==> src/rtl/xmp_pkg.sv <==
// Package for the external memory packing bridge.
// Holds the bus-cycle phase type and the beat-count rule, shared by all modules.
package xmp_pkg;

    // Phase of one external bus cycle
    typedef enum logic [1:0] {
        PH_IDLE   = 2'd0,
        PH_SETUP  = 2'd1,
        PH_STROBE = 2'd2,
        PH_HOLD   = 2'd3
    } xmp_phase_e;

    // Number of external bus cycles for one logical word
    function automatic logic [1:0] xmp_beats(input logic bus16, input logic wide);
        if (bus16) return wide ? 2'd2 : 2'd1;
        else       return wide ? 2'd3 : 2'd2;
    endfunction

endpackage

==> src/rtl/xmp_beat_timer.sv <==
// Beat timer: steps each bus cycle through setup, strobe and hold.
// Assumes STRB_CLKS >= 1. 'start' is honoured only in PH_IDLE, and
// 'last_beat' must be valid during PH_HOLD.
module xmp_beat_timer
    import xmp_pkg::*;
#(
    parameter int STRB_CLKS = 2
) (
    input  logic       clk,
    input  logic       rst_n,
    input  logic       start,
    input  logic       last_beat,
    output xmp_phase_e phase,
    output logic       strobe_end,
    output logic       beat_next,
    output logic       xfer_done
);
    localparam int CW = $clog2(STRB_CLKS + 1);
    localparam logic [CW-1:0] CNT_LAST = CW'(STRB_CLKS - 1);

    logic [CW-1:0] cnt_q;

    // Phase sequencer and strobe-length counter
    always_ff @(posedge clk) begin
        if (!rst_n) begin
            phase <= PH_IDLE;
            cnt_q <= '0;
        end else begin
            case (phase)
                PH_IDLE:   if (start) phase <= PH_SETUP;
                PH_SETUP: begin
                    phase <= PH_STROBE;
                    cnt_q <= '0;
                end
                PH_STROBE: begin
                    if (cnt_q == CNT_LAST) phase <= PH_HOLD;
                    else                   cnt_q <= cnt_q + 1'b1;
                end
                PH_HOLD:   phase <= last_beat ? PH_IDLE : PH_SETUP;
                default:   phase <= PH_IDLE;
            endcase
        end
    end

    // Event decode for the neighbouring blocks
    always_comb begin
        strobe_end = (phase == PH_STROBE) && (cnt_q == CNT_LAST);
        beat_next  = (phase == PH_HOLD) && !last_beat;
        xfer_done  = (phase == PH_HOLD) && last_beat;
    end

endmodule

==> src/rtl/xmp_addr_gen.sv <==
// Address generator: loads the start address, steps it by one at each
// beat boundary and tracks the beat index against the beat count.
// Assumes nbeats is held constant for the whole access.
module xmp_addr_gen #(
    parameter int ADDR_W = 20
) (
    input  logic              clk,
    input  logic              rst_n,
    input  logic              start,
    input  logic [ADDR_W-1:0] start_addr,
    input  logic              beat_next,
    input  logic [1:0]        nbeats,
    output logic [ADDR_W-1:0] xa,
    output logic [1:0]        beat_idx,
    output logic              last_beat
);
    // Address and beat index registers
    always_ff @(posedge clk) begin
        if (!rst_n) begin
            xa       <= '0;
            beat_idx <= '0;
        end else if (start) begin
            xa       <= start_addr;
            beat_idx <= '0;
        end else if (beat_next) begin
            xa       <= xa + 1'b1;
            beat_idx <= beat_idx + 1'b1;
        end
    end

    // Last-beat flag for the timer
    always_comb last_beat = (beat_idx == (nbeats - 2'd1));

endmodule

==> src/rtl/xmp_lane_mux.sv <==
// Lane mux: picks the write piece for the current beat and captures read
// pieces into the lanes of the assembled word. A 24-bit word is three lanes
// of LANE_W bits, and the bus is two lanes wide. In 8-bit mode only the low
// bus lane carries data.
module xmp_lane_mux #(
    parameter int LANE_W = 8
) (
    input  logic                clk,
    input  logic                rst_n,
    input  logic                clear,
    input  logic                bus16,
    input  logic [1:0]          beat_idx,
    input  logic [3*LANE_W-1:0] wdata,
    input  logic                capture,
    input  logic [2*LANE_W-1:0] xd_in,
    output logic [2*LANE_W-1:0] xd_out,
    output logic [3*LANE_W-1:0] rdata
);
    localparam int NLANE = 3;

    // Write piece for the beat in progress
    always_comb begin
        xd_out = '0;
        if (bus16) begin
            if (beat_idx == 2'd0) xd_out = wdata[2*LANE_W-1:0];
            else                  xd_out = {{LANE_W{1'b0}}, wdata[3*LANE_W-1:2*LANE_W]};
        end else begin
            case (beat_idx)
                2'd0:    xd_out = {{LANE_W{1'b0}}, wdata[LANE_W-1:0]};
                2'd1:    xd_out = {{LANE_W{1'b0}}, wdata[2*LANE_W-1:LANE_W]};
                2'd2:    xd_out = {{LANE_W{1'b0}}, wdata[3*LANE_W-1:2*LANE_W]};
                default: xd_out = '0;
            endcase
        end
    end

    for (genvar g = 0; g < NLANE; g++) begin : g_lane
        logic             hit;
        logic [LANE_W-1:0] src;

        // Which beat and bus lane fill word lane g
        always_comb begin
            if (bus16) begin
                hit = (g < 2) ? (beat_idx == 2'd0) : (beat_idx == 2'd1);
                src = (g == 1) ? xd_in[2*LANE_W-1:LANE_W] : xd_in[LANE_W-1:0];
            end else begin
                hit = (beat_idx == 2'(g));
                src = xd_in[LANE_W-1:0];
            end
        end

        // Lane register: cleared at accept, loaded at the end of its strobe
        always_ff @(posedge clk) begin
            if (!rst_n || clear)     rdata[g*LANE_W +: LANE_W] <= '0;
            else if (capture && hit) rdata[g*LANE_W +: LANE_W] <= src;
        end
    end

endmodule

==> src/rtl/xmem_pack_bridge.sv <==
// External memory word packing bridge (top). It accepts one request at a
// time from an internal requester, latches the command and runs the packed
// bus cycles. It pulses ack when the last cycle completes. The requester
// must keep the bus-width setting valid at the request. Requests seen while
// busy are dropped.
module xmem_pack_bridge
    import xmp_pkg::*;
#(
    parameter int ADDR_W    = 20,
    parameter int LANE_W    = 8,
    parameter int STRB_CLKS = 2
) (
    input  logic                clk,
    input  logic                rst_n,
    input  logic                req,
    input  logic                we,
    input  logic                wide,
    input  logic                bus16,
    input  logic [ADDR_W-1:0]   addr,
    input  logic [3*LANE_W-1:0] wdata,
    output logic                ack,
    output logic                busy,
    output logic [3*LANE_W-1:0] rdata,
    output logic [ADDR_W-1:0]   xa,
    output logic [2*LANE_W-1:0] xd_out,
    input  logic [2*LANE_W-1:0] xd_in,
    output logic                xd_oe,
    output logic                xcs_n,
    output logic                xrd_n,
    output logic                xwr_n
);
    localparam int WORD_W = 3 * LANE_W;

    xmp_phase_e        phase;
    logic              accept, strobe_end, beat_next, xfer_done, last_beat;
    logic              we_q, bus16_q;
    logic [1:0]        nbeats_q, beat_idx;
    logic [WORD_W-1:0] wdata_q;

    // Accept only when no access is in progress
    always_comb accept = req && (phase == PH_IDLE);

    // Command latch for the access in progress
    always_ff @(posedge clk) begin
        if (!rst_n) begin
            we_q     <= 1'b0;
            bus16_q  <= 1'b0;
            nbeats_q <= 2'd1;
            wdata_q  <= '0;
        end else if (accept) begin
            we_q     <= we;
            bus16_q  <= bus16;
            nbeats_q <= xmp_beats(bus16, wide);
            wdata_q  <= wdata;
        end
    end

    // Completion pulse, one clock after the last hold
    always_ff @(posedge clk) begin
        if (!rst_n) ack <= 1'b0;
        else        ack <= xfer_done;
    end

    xmp_beat_timer #(.STRB_CLKS(STRB_CLKS)) i_timer (
        .clk        (clk),
        .rst_n      (rst_n),
        .start      (accept),
        .last_beat  (last_beat),
        .phase      (phase),
        .strobe_end (strobe_end),
        .beat_next  (beat_next),
        .xfer_done  (xfer_done)
    );

    xmp_addr_gen #(.ADDR_W(ADDR_W)) i_addr (
        .clk        (clk),
        .rst_n      (rst_n),
        .start      (accept),
        .start_addr (addr),
        .beat_next  (beat_next),
        .nbeats     (nbeats_q),
        .xa         (xa),
        .beat_idx   (beat_idx),
        .last_beat  (last_beat)
    );

    xmp_lane_mux #(.LANE_W(LANE_W)) i_lanes (
        .clk      (clk),
        .rst_n    (rst_n),
        .clear    (accept),
        .bus16    (bus16_q),
        .beat_idx (beat_idx),
        .wdata    (wdata_q),
        .capture  (strobe_end && !we_q),
        .xd_in    (xd_in),
        .xd_out   (xd_out),
        .rdata    (rdata)
    );

    // Bus control decode from the registered phase
    always_comb begin
        busy  = (phase != PH_IDLE);
        xcs_n = (phase == PH_IDLE);
        xrd_n = !((phase == PH_STROBE) && !we_q);
        xwr_n = !((phase == PH_STROBE) && we_q);
        xd_oe = we_q && (phase != PH_IDLE);
    end

endmodule

==> config.mk <==
export PLATFORM = sky130hd
export DESIGN_NAME = xmem_pack_bridge
export DESIGN_NICKNAME = d
export VERILOG_FILES = /design/src/rtl/xmp_pkg.sv /design/src/rtl/xmp_beat_timer.sv /design/src/rtl/xmp_addr_gen.sv /design/src/rtl/xmp_lane_mux.sv /design/src/rtl/xmem_pack_bridge.sv
export SDC_FILE = /design/constraint.sdc
export NUM_CORES = 1
export LEC_CHECK = 0
export ABC_AREA = 1
export BUFFER_PORTS_ARGS = -buffer_cell sky130_fd_sc_hd__buf_4
export CAP_MARGIN = 20
export CORE_MARGIN = 2
export CORE_UTILIZATION = 47
export CTS_CLUSTER_DIAMETER = 50
export CTS_CLUSTER_SIZE = 20
export DETAILED_ROUTE_END_ITERATION = 10
export PLACE_DENSITY_LB_ADDON = 0.12
export SKIP_LAST_GASP = 1
export SYNTH_ARGS = -nofsm -noshare
export SYNTH_HDL_FRONTEND = slang
export SYNTH_SLANG_ARGS = --single-unit
export TNS_END_PERCENT = 20
==> constraint.sdc <==
create_clock -name clk -period 1.8 [get_ports clk]
set_input_delay 0.27 -clock clk [delete_from_list [all_inputs] [get_ports clk]]
set_output_delay 0.27 -clock clk [all_outputs]
set_load 0.02 [all_outputs]
==> flow_metrics.env, run 1 <==
export IMPL_synth_top_family_by_area="simple AND/OR/NAND/NOR gates"
export IMPL_avgViaCountPerCell=5.199
export IMPL_fin_crit_sh=1.077
export IMPL_final_cell_count_no_fill=829
export IMPL_cts_tree="done"
export IMPL_synth_nets=655
export IMPL_final_setup_skew_ns=0.007909
export IMPL_syn_cell_area_um2=4101
export IMPL_overflow=0
export IMPL_finalHoldViolations=0
export IMPL_post_drt_wl_per_cell_um=13.90
export IMPL_power_net_switching_mw=2.660
export IMPL_worstPathRequired_ns=1.53
export IMPL_slew_headroom=0.7357
export IMPL_htree_levels=3
export IMPL_synth_xor_area_share=0.006406
export IMPL_critPathLaunch="i_addr.beat_idx[1]"
export IMPL_setup_tns_ns=-1.032
export IMPL_combPwrFrac=0.416
export IMPL_layout_drive_gt1_share=0.3107
export IMPL_yosys_top_cells_area="dfxtp_1, nand2_1, nor2_1"
export IMPL_clkSinkCount=79
export IMPL_die_x_um=97.42
export IMPL_ys_types=38
export IMPL_ant_nets=0
export IMPL_min_from="wdata[0]"
export IMPL_drt_iter0_drc=216
export IMPL_die_h_um=97.42
export IMPL_clkLatencyLatePin_ns=0.35
export IMPL_ff_latch_area_um2=1590
export IMPL_firstDrtPassIters=4
export IMPL_finalInstanceArea_um2=5579
export IMPL_seqPwrFrac=0.373
export IMPL_fin_crit_ns=1.939
export IMPL_yosysMostFrequentCell="nand2_1"
export IMPL_num_rows=34
export IMPL_worstPathMaxFanout=7
export IMPL_hp_class="in2reg"
export IMPL_worstSetupPathType="reg2out"
export IMPL_track_usage=0.2429
export IMPL_yosysTopAreaCell="dfxtp_1"
export IMPL_synthAdderAreaFrac=0.03661
export IMPL_synthTopCellsByCount="nand2_1, nor2_1, dfxtp_1, o21ai_0, a21oi_1"
export IMPL_synth_top_area_share=0.3856
export IMPL_status="finished, violations left"
export IMPL_core_um2=8593
export IMPL_ys_seq_elements=79
export IMPL_port_buffers=131
export IMPL_synth_yosys_seq_area_share=0.3856
export IMPL_swShare=0.4036
export IMPL_tightestPinTransition_ns=0.3922
export IMPL_cts_inserted_buffers=9
export IMPL_setup_slack_ns=-0.1391
export IMPL_ys_flop_type="dfxtp_1"
export IMPL_die_area_um2=9490
export IMPL_violations="negative setup slack"
export IMPL_async_flop_share=0
export IMPL_grt_max_degree=43
export IMPL_io_pins=132
export IMPL_drv_slew=0
export IMPL_syn_area_per_cell_um2=7.108
export IMPL_synth_compound_area_frac=0.2151
export IMPL_cts_path_max_buffers=2
export IMPL_grt_pass1_vias=4021
export IMPL_gp_congestion=0.8848
export IMPL_leakage_nw=2.450
export IMPL_synthCells=577
export IMPL_antenna_found_initial=0
export IMPL_p_total_mw=6.592
export IMPL_place_area_um2=5194
export IMPL_grt_pass1_wl_mm=19.07
export IMPL_p_clk_frac=0.211
export IMPL_synth_mux_area_frac=0
export IMPL_synth_edf_count=0
export IMPL_p_int_mw=3.931
export IMPL_timing_hold_ws_ns=0.1769
export IMPL_max_freq_mhz=515.7
export IMPL_drcViolationCount=0
export IMPL_endpoint_kind="output port"
export IMPL_r2r_start="i_timer.phase[1]"
export IMPL_num_vias=4310
export IMPL_num_nets_final=794
export IMPL_crit_path_start_kind="flip-flop"
export IMPL_hpwl_mm=8.312
export IMPL_area_delta_synth_final_pct=36.03
export IMPL_vdd_drop_max_mv=0.5425
export IMPL_nFillCells=778
export IMPL_rsz0062_at_grt="true"
export IMPL_path_clk_slew_ns=0.08
export IMPL_multi_input_area_um2=2235
export IMPL_cp_data_arrival_time_ns=1.67
export IMPL_start_util=0.4773
export IMPL_finalSetupViolCount=16
export IMPL_drv_cap=0
export IMPL_pwr_density_cell_nw_per_um2=1182
export IMPL_synth_simple_area_share=0.2685
export IMPL_antenna_cells=0
export IMPL_wirelength_mm=11.52
export IMPL_yosysWarnings=0
export IMPL_post_place_cells=806
export IMPL_clockRootBuffer="clkbuf_8"
[critical path, stage by stage, from the launching register on]
cell and delay [ns]:
dfxtp_4 0.38, ha_4 0.16, nor2_4 0.10, nor2_2 0.07
nor2_4 0.21, nand2_1 0.08, o211ai_1 0.13, buf_4 0.18
[per-layer routing]
metal,track usage,share of wire,vias up,wire (um)
li1,-,-,2185,-
met1,0.3052,0.42,1974,4896
met2,0.4244,0.51,137,5822
met3,0.05108,0.054,14,628
met4,0.06197,0.015,0,176
met5,0,0,-,0
[power groups by stage]
| stage | clock network, mW | logic, mW | registers, mW |
|---|---|---|---|
| 3_3_place_gp | 0 | 2.59 | 2.48 |
| 2_1_floorplan | 0 | 1.59 | 2.58 |
| 6_report | 1.39 | 2.74 | 2.46 |
| 3_5_place_dp | 0 | 2.64 | 2.49 |
| 5_1_grt | 1.48 | 3.03 | 2.52 |
| 4_1_cts | 1.42 | 2.69 | 2.46 |
[sequential cells by signal, summed over array words and instances (netlist names)]
name and flops:
i_timer.cnt_q 2, i_addr.beat_idx 2, ack 1, we_q 1, i_lanes.rdata 24, wdata_q 24, i_timer.phase 2, nbeats_q 2
i_addr.xa 20, bus16_q 1
[cell families after synthesis]
kind of cell / count (synthesis)
XOR/XNOR: 3
adder cells (fa/ha/maj): 12
AND/OR/NAND/NOR: 247
flip-flops: 79
buffers and inverters: 80
AO/OA/AOI/OAI: 156
[cell usage in the layout (no fill, tap or decap), types with 6 or more instances in the layout]
cell / n
a21oi_1: 55
a31oi_1: 7
buf_4: 148
clkbuf_8: 11
dfxtp_1: 76
ha_1: 8
inv_1: 42
inv_2: 8
nand2_1: 101
nand2_2: 8
nand3_1: 27
nor2_1: 84
nor2_2: 7
o211ai_1: 9
o21ai_0: 59
o21ai_1: 6
[timing repair]
| item | CTS | global route |
|---|---|---|
| endpoints found under the hold margin | 0 | 0 |
| buffers inserted | 3 | 4 |
| gates cloned | 0 | 0 |
| pin swaps | 5 | 9 |
| hold buffers | 0 | 0 |
| resized for setup | 18 | 11 |
| endpoints found under the setup margin | 16 | 41 |
[worst paths after layout]
check	endpoint	slack, ns	depth (start not counted)
min	wdata_q[0]	0.18	3
max	xd_out[4]	-0.14	7
min reg2reg	i_lanes.rdata[0]	0.47	2
max reg2reg	i_addr.xa[9]	0.06	9
[metrics by stage]
stage                     setup WS [ns]    util
final                           -0.1391  0.6492
after detailed placement        0.04320  0.6044
after CTS                      -0.08880  0.6396
after global routing            -0.1896  0.6492
after floorplan                 0.02423       -
after global placement           0.1285  0.6044
[layout make-up]
cell class / instances / area share
sequential: 79 / 0.2850
multi-input combinational: 418 / 0.4005
clock buffer: 12 / 0.02781
clock inverter: 4 / 0.009419
tap: 108 / 0.02422
inverter: 56 / 0.04104
timing repair buffer: 152 / 0.2119
No activity file was read; power rests on OpenSTA's default activity.
==> run 2, diff against run 1 <==
--- a/config.mk
+++ b/config.mk
@@ -10,8 +10,8 @@
 export CAP_MARGIN = 20
 export CORE_MARGIN = 2
 export CORE_UTILIZATION = 47
+export CTS_BUF_LIST = sky130_fd_sc_hd__clkbuf_8
 export CTS_CLUSTER_DIAMETER = 50
-export CTS_CLUSTER_SIZE = 20
 export DETAILED_ROUTE_END_ITERATION = 10
 export PLACE_DENSITY_LB_ADDON = 0.12
 export SKIP_LAST_GASP = 1
==> run 2 against run 1 <==
Effect of this change:
- the run still ends with negative setup slack left
- clock skew is the same
- setup slack is essentially flat
- register-to-register slack is essentially flat
- non-clock buffer count is the same
- via count is the same
- global-route usage is the same
- die area is the same
- critical path type unchanged
- clock-buffer cell count shrank 1
- critical path depth is the same
==> flow_metrics.env, run 2 (synthesized netlist as in run 1, its figures left out) <==
export IMPL_power_net_switching_mw=2.661
export IMPL_htree_levels=3
export IMPL_final_setup_skew_ns=0.007909
export IMPL_clkLatencyLatePin_ns=0.35
export IMPL_critPathLaunch="i_addr.beat_idx[1]"
export IMPL_avgViaCountPerCell=5.199
export IMPL_leakage_nw=2.454
export IMPL_die_x_um=97.42
export IMPL_die_area_um2=9490
export IMPL_ant_nets=0
export IMPL_overflow=0
export IMPL_grt_pass1_vias=4021
export IMPL_cts_path_max_buffers=2
export IMPL_swShare=0.4040
export IMPL_slew_headroom=0.7357
export IMPL_place_area_um2=5194
export IMPL_final_common_cell="buf_4"
export IMPL_grt_max_degree=43
export IMPL_timing_hold_ws_ns=0.1769
export IMPL_seqPwrFrac=0.374
export IMPL_firstDrtPassIters=4
export IMPL_grt_pass1_wl_mm=19.07
export IMPL_start_util=0.4773
export IMPL_area_delta_synth_final_pct=36.03
export IMPL_clkSinkCount=79
export IMPL_final_cell_count_no_fill=829
export IMPL_crit_path_start_kind="flip-flop"
export IMPL_drv_cap=0
export IMPL_finalInstanceArea_um2=5579
export IMPL_endpoint_kind="output port"
export IMPL_r2r_start="i_timer.phase[1]"
export IMPL_worstSetupPathType="reg2out"
export IMPL_worstPathMaxFanout=7
export IMPL_num_rows=34
export IMPL_drt_iter0_drc=217
export IMPL_violations="negative setup slack"
export IMPL_fin_crit_ns=1.939
export IMPL_cp_data_arrival_time_ns=1.67
export IMPL_antenna_found_initial=0
export IMPL_hpwl_mm=8.312
export IMPL_rsz0062_at_grt="true"
export IMPL_tightestPinTransition_ns=0.3922
export IMPL_cts_inserted_buffers=9
export IMPL_post_drt_wl_per_cell_um=13.90
export IMPL_r2r_cells=9
export IMPL_critical_path_endpoint="xd_out[4]"
export IMPL_num_vias=4310
export IMPL_fin_crit_sh=1.077
export IMPL_finalSetupViolCount=16
export IMPL_wirelength_mm=11.52
export IMPL_finalHoldViolations=0
export IMPL_worstPathRequired_ns=1.53
export IMPL_regToRegSetupSlack_ns=0.06
export IMPL_largest_registers="i_lanes.rdata x24, wdata_q x24, i_addr.xa x20"
export IMPL_post_place_cells=806
export IMPL_hp_class="in2reg"
export IMPL_port_buffers=131
export IMPL_antenna_cells=0
export IMPL_num_nets_final=794
export IMPL_cts_tree="done"
export IMPL_gp_congestion=0.8848
export IMPL_hold_depth=3
export IMPL_p_total_mw=6.586
export IMPL_combPwrFrac=0.416
export IMPL_io_pins=132
export IMPL_finish_utilization=0.6492
export IMPL_drv_slew=0
export IMPL_timing_rr_end="i_addr.xa[9]"
export IMPL_setup_tns_ns=-1.032
export IMPL_max_freq_mhz=515.7
export IMPL_setup_slack_ns=-0.1391
export IMPL_track_usage=0.2429
export IMPL_die_h_um=97.42
export IMPL_pre_cts_ws_ns=0.04320
export IMPL_core_um2=8593
export IMPL_p_int_mw=3.926
export IMPL_final_cell_mix="buf_4, nand2_1, nor2_1"
export IMPL_holdBufCountCts=0
export IMPL_pwr_density_cell_nw_per_um2=1181
export IMPL_layout_drive_gt1_share=0.3107
export IMPL_status="finished, violations left"
export IMPL_path_clk_slew_ns=0.08
export IMPL_clockRootBuffer="clkbuf_8"
export IMPL_p_clk_frac=0.210
export IMPL_vdd_drop_max_mv=0.5425
export IMPL_nFillCells=778
export IMPL_drcViolationCount=0
## run 2: cell count changes in the layout (fill, tap and decap cells not counted), sizes merged
cell,change
inv,+1
clkbuf,-1
## run 2: power by group through the flow
stage	logic, mW	clock network, mW	registers (mW)
6_report	2.74	1.38	2.46
5_1_grt	3.03	1.48	2.52
4_1_cts	2.69	1.41	2.46
3_5_place_dp	2.64	0	2.49
3_3_place_gp	2.59	0	2.48
2_1_floorplan	1.59	0	2.58
## run 2: how the worst min path moves through the flow
stage	from	endpoint
after CTS	wdata[0]	wdata_q[0]
after detailed placement	i_lanes.rdata[7]	i_lanes.rdata[7]
after global placement	i_timer.cnt_q[0]	i_timer.cnt_q[0]
after global routing	wdata[1]	wdata_q[1]
final	wdata[0]	wdata_q[0]
after floorplan	rst_n	wdata_q[9]
## run 2: critical path, cell delays in order (launching register included)
cell and delay [ns]:
dfxtp_4 0.38, ha_4 0.16, nor2_4 0.10, nor2_2 0.07, nor2_4 0.21, nand2_1 0.08, o211ai_1 0.13, buf_4 0.18
## run 2: per-layer routing
metal  track usage  vias up  share of wire
met5             0        -              0
met4       0.06197        0          0.015
met3       0.05108       14          0.054
met2        0.4244      137           0.51
met1        0.3052     1974           0.42
li1              -     2185              -
## run 2: cell type report
type | count | area (um2) | share of cell area
Clock buffer | 11 | 151.4 | 0.02714
Clock inverter | 5 | 56.30 | 0.01009
Inverter | 56 | 229.0 | 0.04104
Multi-Input combinational cell | 418 | 2235 | 0.4005
Sequential cell | 79 | 1590 | 0.2850
Tap cell | 108 | 135.1 | 0.02422
Timing Repair Buffer | 152 | 1182 | 0.2119
## run 2: what timing repair did
| item | CTS | global route |
|---|---|---|
| gates resized for setup | 18 | 11 |
| buffers inserted | 3 | 4 |
| setup endpoints to repair | 16 | 41 |
| pin swaps | 5 | 9 |
==> run 3, diff against run 2 <==
==> constraint.sdc (replaced) <==
create_clock -name clk -period 2.5 [get_ports clk]
set_input_delay 0.375 -clock clk [delete_from_list [all_inputs] [get_ports clk]]
set_output_delay 0.375 -clock clk [all_outputs]
set_load 0.02 [all_outputs]
==> run 3 against run 2 <==
Effect of this change:
- the flow now finishes without violations
- power shrank 28%
- sequential power shrank 28%
- clock skew grew 0.0020 ns
- critical path depth is the same
- global-route usage shrank 1.1 points
- register-to-register slack gained 0.28 ns
- clock power shrank 21%
- setup slack gained 0.28 ns
- first-iteration DRC count shrank 29%
- sequential cell count is the same
- critical path type unchanged
- largest cell class unchanged
- highest routed layer unchanged
==> flow_metrics.env, run 3 (synthesized netlist as in run 1, its figures left out) <==
export IMPL_critical_path_endpoint="xd_out[6]"
export IMPL_htree_levels=3
export IMPL_layout_drive_gt1_share=0.2741
export IMPL_start_util=0.4773
export IMPL_final_cell_mix="buf_4, nand2_1, nor2_1"
export IMPL_slew_headroom=0.5667
export IMPL_clkLatencyLatePin_ns=0.35
export IMPL_drv_cap=0
export IMPL_drt_iter0_drc=154
export IMPL_die_area_um2=9490
export IMPL_num_vias=4233
export IMPL_multi_input_area_um2=2162
export IMPL_leakage_nw=2.357
export IMPL_r2r_start="i_timer.phase[0]"
export IMPL_r2r_cells=7
export IMPL_pwr_density_cell_nw_per_um2=879.8
export IMPL_die_x_um=97.42
export IMPL_io_pins=132
export IMPL_status="completed"
export IMPL_p_int_mw=2.835
export IMPL_overflow=0
export IMPL_rsz0062_at_grt="false"
export IMPL_track_usage=0.2315
export IMPL_swShare=0.3992
export IMPL_cts_path_max_buffers=2
export IMPL_fin_crit_sh=0.9436
export IMPL_drv_slew=0
export IMPL_critPathLaunch="i_addr.beat_idx[0]"
export IMPL_num_nets_final=777
export IMPL_max_freq_mhz=423.9
export IMPL_seqPwrFrac=0.377
export IMPL_cp_data_arrival_time_ns=1.98
export IMPL_path_clk_slew_ns=0.09
export IMPL_fin_crit_ns=2.359
export IMPL_worstSetupPathType="reg2out"
export IMPL_area_delta_synth_final_pct=30.78
export IMPL_finalHoldViolations=0
export IMPL_die_h_um=97.42
export IMPL_drcViolationCount=0
export IMPL_crit_path_start_kind="flip-flop"
export IMPL_power_net_switching_mw=1.884
export IMPL_port_buffers=131
export IMPL_avgViaCountPerCell=5.213
export IMPL_timing_rr_end="i_lanes.rdata[6]"
export IMPL_vdd_drop_max_mv=0.4550
export IMPL_post_place_cells=796
export IMPL_cts_inserted_buffers=9
export IMPL_post_cts_buffers=0
export IMPL_nFillCells=828
export IMPL_grt_pass1_vias=4003
export IMPL_hold_depth=3
export IMPL_final_setup_skew_ns=0.009952
export IMPL_post_drt_wl_per_cell_um=13.54
export IMPL_hp_class="in2reg"
export IMPL_ff_latch_area_um2=1582
export IMPL_tightestPinTransition_ns=0.6490
export IMPL_final_cell_count_no_fill=812
export IMPL_antenna_cells=0
export IMPL_regToRegSetupSlack_ns=0.34
export IMPL_finalInstanceArea_um2=5364
export IMPL_gp_congestion=0.9312
export IMPL_combPwrFrac=0.392
export IMPL_core_um2=8593
export IMPL_num_rows=34
export IMPL_ant_nets=0
export IMPL_worstPathRequired_ns=2.12
export IMPL_grt_pass1_wl_mm=18.31
export IMPL_clkSinkCount=79
export IMPL_setup_tns_ns=0
export IMPL_finish_utilization=0.6242
export IMPL_finalSetupViolCount=0
export IMPL_final_common_cell="buf_4"
export IMPL_p_clk_frac=0.231
export IMPL_wirelength_mm=11.00
export IMPL_grt_max_degree=51
export IMPL_place_area_um2=5131
export IMPL_endpoint_kind="output port"
export IMPL_firstDrtPassIters=4
export IMPL_largest_registers="i_lanes.rdata x24, wdata_q x24, i_addr.xa x20"
export IMPL_clockRootBuffer="clkbuf_8"
export IMPL_cts_tree="done"
export IMPL_worstPathMaxFanout=10
export IMPL_antenna_found_initial=0
export IMPL_hpwl_mm=7.968
==> run 3: cell types whose count changed in the layout (fill, tap and decap cells not counted), sizes merged <==
cell / delta
clkinvlp: +2
clkinv: -1
inv: -1
buf: -17
clkbuf: -1
bufinv: +1
==> run 3: layer usage <==
metal / part of all wire / global-route usage / vias up
met5: 0 / 0 / -
met3: 0.068 / 0.03813 / 27
li1: - / - / 2149
met1: 0.43 / 0.2891 / 1898
met2: 0.48 / 0.3952 / 159
met4: 0.025 / 0.09722 / 0
==> run 3: layout make-up <==
| class | instances | share of cell area |
|---|---|---|
| multi-input combinational | 418 | 0.4031 |
| sequential | 79 | 0.2948 |
| timing repair buffer | 135 | 0.1936 |
| inverter | 56 | 0.04035 |
| clock buffer | 10 | 0.02566 |
| tap | 108 | 0.02519 |
| clock inverter | 6 | 0.01726 |
==> run 3: power by group through the flow <==
stage | combinational, mW | clock (mW) | sequential [mW]
6_report | 1.85 | 1.09 | 1.78
5_1_grt | 2.05 | 1.17 | 1.82
4_1_cts | 1.85 | 1.11 | 1.78
3_5_place_dp | 1.84 | 0 | 1.81
3_3_place_gp | 1.80 | 0 | 1.80
2_1_floorplan | 1.15 | 0 | 1.86
==> run 3: timing repair <==
item	4_1_cts	5_1_grt
resized for setup	0	1
endpoints found under the setup margin	0	12
hold buffers	0	0
==> run 3: how the worst min path moves through the flow <==
| stage | start | slack (ns) | end |
|---|---|---|---|
| floorplan | i_timer.cnt_q[0] | 0.43 | i_timer.cnt_q[0] |
| global placement | i_timer.cnt_q[0] | 0.44 | i_timer.cnt_q[0] |
| detailed placement | i_timer.cnt_q[0] | 0.45 | i_timer.cnt_q[0] |
| CTS | wdata[2] | 0.26 | wdata_q[2] |
| global route | wdata[6] | 0.29 | wdata_q[6] |
| finish | wdata[2] | 0.26 | wdata_q[2] |
==> run 3: worst max-delay path: stages (launching register included) <==
cell and delay [ns]:
dfxtp_1 0.35, ha_1 0.24, nor2_4 0.25, nor2_1 0.10
nor2_2 0.27, nand2_1 0.09, o211ai_1 0.14, buf_4 0.19
==> run 3: metrics by stage <==
step                worst slack, ns  hold slack (ns)  total power, mW
detailed placement           0.3950           0.4478            3.651
finish                       0.1410           0.2629            4.719
global placement             0.5126           0.4443            3.605
global route               0.009952           0.2882            5.040
CTS                         0.03396           0.2629            4.739
floorplan                    0.6192           0.4289            3.001
